### src/rtl/halfrate_aligner.sv
module halfrate_aligner #(
  parameter int W      = 68,
  parameter int WARMUP = 2
) (
  input  logic         clk_fast,
  input  logic         rst_n,
  input  logic         clk_slow,
  input  logic [W-1:0] in_word,
  output logic [W-1:0] out_word,
  output logic         out_vld
);
  localparam int CW = $clog2(WARMUP + 1);

  logic          ph_fall;
  logic          ph_rise;
  logic [CW-1:0] warm_cnt;
  logic          ready;
  logic          cap_en;

  // the only half-period path: slow clock sampled on the fast falling edge
  always_ff @(negedge clk_fast) begin
    if (!rst_n) ph_fall <= 1'b0;
    else        ph_fall <= clk_slow;
  end

  always_ff @(posedge clk_fast) begin
    if (!rst_n) ph_rise <= 1'b0;
    else        ph_rise <= ph_fall;
  end

  always_ff @(posedge clk_fast) begin
    if (!rst_n)      warm_cnt <= '0;
    else if (!ready) warm_cnt <= warm_cnt + 1'b1;
  end

  assign ready  = (warm_cnt == CW'(WARMUP));
  assign cap_en = ready & ~ph_rise;

  always_ff @(posedge clk_fast) begin
    if (!rst_n) begin
      out_word <= '0;
      out_vld  <= 1'b0;
    end else begin
      out_vld <= cap_en;
      if (cap_en) out_word <= in_word;
    end
  end

  assert_reset_clear_R1: assert property (@(posedge clk_fast)
    !rst_n |=> (!out_vld && out_word == '0));

  assert_warmup_first_R2: assert property (@(posedge clk_fast) disable iff (!rst_n)
    $past(!rst_n) |-> !out_vld);

  assert_warmup_second_R2: assert property (@(posedge clk_fast) disable iff (!rst_n)
    $past(!rst_n, 2) |-> !out_vld);

  assert_no_back_to_back_R3: assert property (@(posedge clk_fast) disable iff (!rst_n)
    out_vld |=> !out_vld);

  assert_alternate_R3: assert property (@(posedge clk_fast) disable iff (!rst_n)
    (ready && $past(ready) && $past(rst_n)) |=> (out_vld != $past(out_vld)));

  assert_hold_word_R5: assert property (@(posedge clk_fast) disable iff (!rst_n)
    (!out_vld && $past(rst_n)) |-> $stable(out_word));
endmodule

### config.mk
export PLATFORM = sky130hd
export DESIGN_NAME = halfrate_aligner
export DESIGN_NICKNAME = d
export VERILOG_FILES = /design/src/rtl/halfrate_aligner.sv
export SDC_FILE = /design/constraint.sdc
export NUM_CORES = 1
export LEC_CHECK = 0
export CELL_PAD_IN_SITES_DETAIL_PLACEMENT = 0
export CELL_PAD_IN_SITES_GLOBAL_PLACEMENT = 1
export CORE_UTILIZATION = 31
export CTS_CLUSTER_DIAMETER = 200
export DETAILED_ROUTE_END_ITERATION = 16
export GPL_TIMING_DRIVEN = 0
export PLACE_DENSITY = 0.89
export SYNTH_ARGS = -nofsm -noshare
export SYNTH_HDL_FRONTEND = slang
export SYNTH_SLANG_ARGS = --single-unit
### constraint.sdc
create_clock -name clk_fast -period 2.4 [get_ports clk_fast]
set_input_delay 0.48 -clock clk_fast [delete_from_list [all_inputs] [get_ports clk_fast]]
set_output_delay 0.48 -clock clk_fast [all_outputs]
set_load 0.005 [all_outputs]
==> metrics.md <==
| Metric | Value |
|---|---|
| Status | `finished, final reports clean` |
| GR peak layer | `met2` |
| GRT met1 Usage | `18.9%` |
| Kind of end point of the critical path | `flip-flop` |
| Core Region | `8890 um^2` |
| Num Clock Sinks | `73` |
| Dominant cells by area after synthesis | `dfxtp_1, mux2i_1, nand2_1` |
| Synth area leader | `dfxtp_1` |
| Simple-Gate Fraction of Synth Area | `19.4%` |
| Gr ovfl total | `0` |
| Hold_buf cts | `0` |
| Sequential share of the synthesized area | `50.6%` |
| Crit-path max FO | `10` |
| Mapped Nets | `385` |
| # diodes | `0` |
| Peak supply drop | `318 uV` |
| Met3 GRT Util | `5.60%` |
| YS warnings | `0` |
| Max Slew Vio Count | `0` |
| Starting Density | `32.5%` |
| Most common cell in the netlist | `nand2_1` |
| Crit Path Class | `input port to flip-flop` |
| Worst-case clock skew | `0.0568 ns` |
| Synth top area share | `50.6%` |
| Final setup viols | `0` |
| DRT Pass-1 Iters | `4` |
| Die ar. | `9710 um^2` |
| Root buf cell | `clkbuf_8` |
| P_leak | `1.73 nW` |
| Share of layout cells above drive strength 1 | `7.92%` |
| Crit-path slowest cell | `buf_2` |
| Max stage delay on crit path | `0.26 ns` |
| Yosys reg bits | `73` |
| Yosys cell types | `15` |
| FF-to-FF path depth | `1` |
| RSZ-0062 raised after global routing | `no` |
| Mux contribution to synthesized area | `23.5%` |
| Mapped cell area | `2890 um^2` |
| Routed vias | `2,553` |
| Synth Area in Adders | `0.433%` |
| FF-to-FF setup slack | `0.62 ns` |
| Layout net count | `534` |
| Number of core rows | `34` |
| Overall power | `3.66 mW` |
| Die W | `98.6 um` |
| Mean area per synthesized cell | `9.23 um^2` |
| Crit path cell chain | `buf_2 > buf_2 > buf_2 > and2_1` |
| Maximum level of the CTS H-tree | `3` |
| Number of global-route vias before repair | `2,638` |
| Setup Slack @ Placement | `-0.159 ns` |
| Post-synthesis xor/xnor area fraction | `0.303%` |
| EDFF count, synth | `0` |
| Via/cell ratio | `4.44` |
| Launch point of the worst reg-to-reg path | `ph_fall$_SDFF_NN0_` |
| P per Cell Area | `798 nW/um^2` |
| DIE HEIGHT | `98.6 um` |
| Layout fillers | `865` |
| Area after DPL | `4410 um^2` |
| Critical Path RT | `1.53 ns` |
| Hold_ws | `0.461 ns` |
| Main synth FF type | `dfxtp_1` |
| Fin. Hold Viols | `0` |
| Rel. slew slack | `70.3%` |
| Fin worst setup slack | `0.238 ns` |
| Tot GR Track Use | `15.5%` |
| TritonCTS clock tree | `built` |
| Detailed-route DRC error count | `0` |
| Port-buffer cells | `138` |
| Largest net degree at the start of global routing | `14` |
| Finished Cell Area | `4590 um^2` |
| DR iter-0 viols | `54` |
| First-pass GRT wire length | `12.1 mm` |
| Commonest cells in the netlist | `nand2_1, dfxtp_1, mux2i_1` |
| Worst hold stages | `2` |
| R2r endpoint | `ph_rise$_SDFF_PN0_` |
| Final cell count without fillers | `575` |
| WL/cell | `12.8 um` |
| Compound-gate portion of the synthesized area | `0.260%` |
| Hold worst-path end | `out_word[67]$_SDFFE_PN0P_` |
| I/O Pins | `140` |
| Synth Instances | `313` |
| Post-cts sizing count | `0` |
| Setup TNS Final | `0 ns` |
| P&R area growth vs syn | `58.9%` |
| CP startpoint kind | `input port` |
| Antenna-violating nets left | `0` |
| Total CTS buffers | `9` |
| Worst-path clk slew | `0.09 ns` |
| Hold Path Class | `flip-flop to flip-flop` |
| Routed WL | `7.33 mm` |
| Top cell by count, worst path | `buf_2` |
| Worst slew pin tran | `0.446 ns` |
| Startpoint of the worst hold path | `out_word[67]$_SDFFE_PN0P_` |
| Global placer's final weighted congestion | `0.719` |
| Placed wire-length estimate | `5.25 mm` |
| Worst skew pair latency | `0.38 ns` |
| GR met2 Demand/Resource | `25.0%` |
| Setup Buffers After CTS | `0` |
| Largest family of logic cells by synthesized area | `multiplexers` |
| CTS max path bufs | `2` |
| Max Cap Violations | `0` |
| Arr. time, crit path | `1.29 ns` |
| Placed Cells | `559` |
| Initial antenna violation count | `0` |
| Asr flop ratio synth | `0%` |
| Fin util | `51.7%` |
## sequential cells by signal, summed over array words and instances, names as in the netlist
register and cells:
out_vld 1, out_word 68, ph_fall 1, ph_rise 1, warm_cnt 2
## power by group
| part | internal, mW | total (mW) | switching [mW] |
|---|---|---|---|
| sequential | 1.42 | 1.53 | 0.109 |
| clock | 0.441 | 0.917 | 0.477 |
| combinational | 0.757 | 1.22 | 0.460 |
## final cells by class
class | instances | area (um^2) | area share [%]
Buffer | 24 | 153 | 3.32
Clock buffer | 10 | 149 | 3.24
Clock inverter | 7 | 41.3 | 0.899
Inverter | 1 | 3.75 | 0.0817
Multi-Input combinational cell | 214 | 1270 | 27.6
Sequential cell | 73 | 1460 | 31.8
Tap cell | 108 | 135 | 2.94
Timing Repair Buffer | 138 | 1380 | 30.1
## kinds of logic (layout without fill, tap and decap cells)
group,Yosys count,in the layout
adder cells (fa/ha/maj),1,1
buffers and inverters,26,180
multiplexers,68,68
AO/OA/AOI/OAI,1,1
flip-flops,73,73
XOR/XNOR,1,1
AND/OR/NAND/NOR,143,143
## worst max-delay path, delay by kind of cell
family                 cells  cell delay (ns)
buffers and inverters      3             0.67
AND/OR/NAND/NOR            1             0.14
## worst max path at each step
| stage | start | to | slack, ns |
|---|---|---|---|
| 4_1_cts | rst_n | ph_fall$_SDFF_NN0_ | 0.24 |
| 3_5_place_dp | rst_n | ph_fall$_SDFF_NN0_ | -0.16 |
| 6_report | rst_n | ph_fall$_SDFF_NN0_ | 0.24 |
| 2_1_floorplan | rst_n | ph_fall$_SDFF_NN0_ | 0.03 |
| 5_1_grt | rst_n | ph_fall$_SDFF_NN0_ | 0.19 |
| 3_3_place_gp | rst_n | ph_fall$_SDFF_NN0_ | -0.17 |
## cell usage in the layout (no fill, tap or decap)
master	count
a21boi_0	1
clkdlybuf4s50_1	138
and2_1	4
or2_2	1
buf_2	11
clkbuf_8	9
ha_1	1
buf_8	2
buf_6	1
inv_1	2
clkbuf_16	1
clkinv_2	2
xnor2_1	1
inv_4	3
mux2i_1	68
clkbuf_1	5
buf_4	5
nor2b_4	1
dfxtp_1	73
clkinv_4	1
nand2_1	137
## routing by layer
metal | routed length (um) | vias up
met5 | 0 | -
met4 | 104 | 0
met3 | 579 | 9
met2 | 3360 | 87
met1 | 3290 | 1161
li1 | - | 1296
Power figures use the tool's default switching activity.
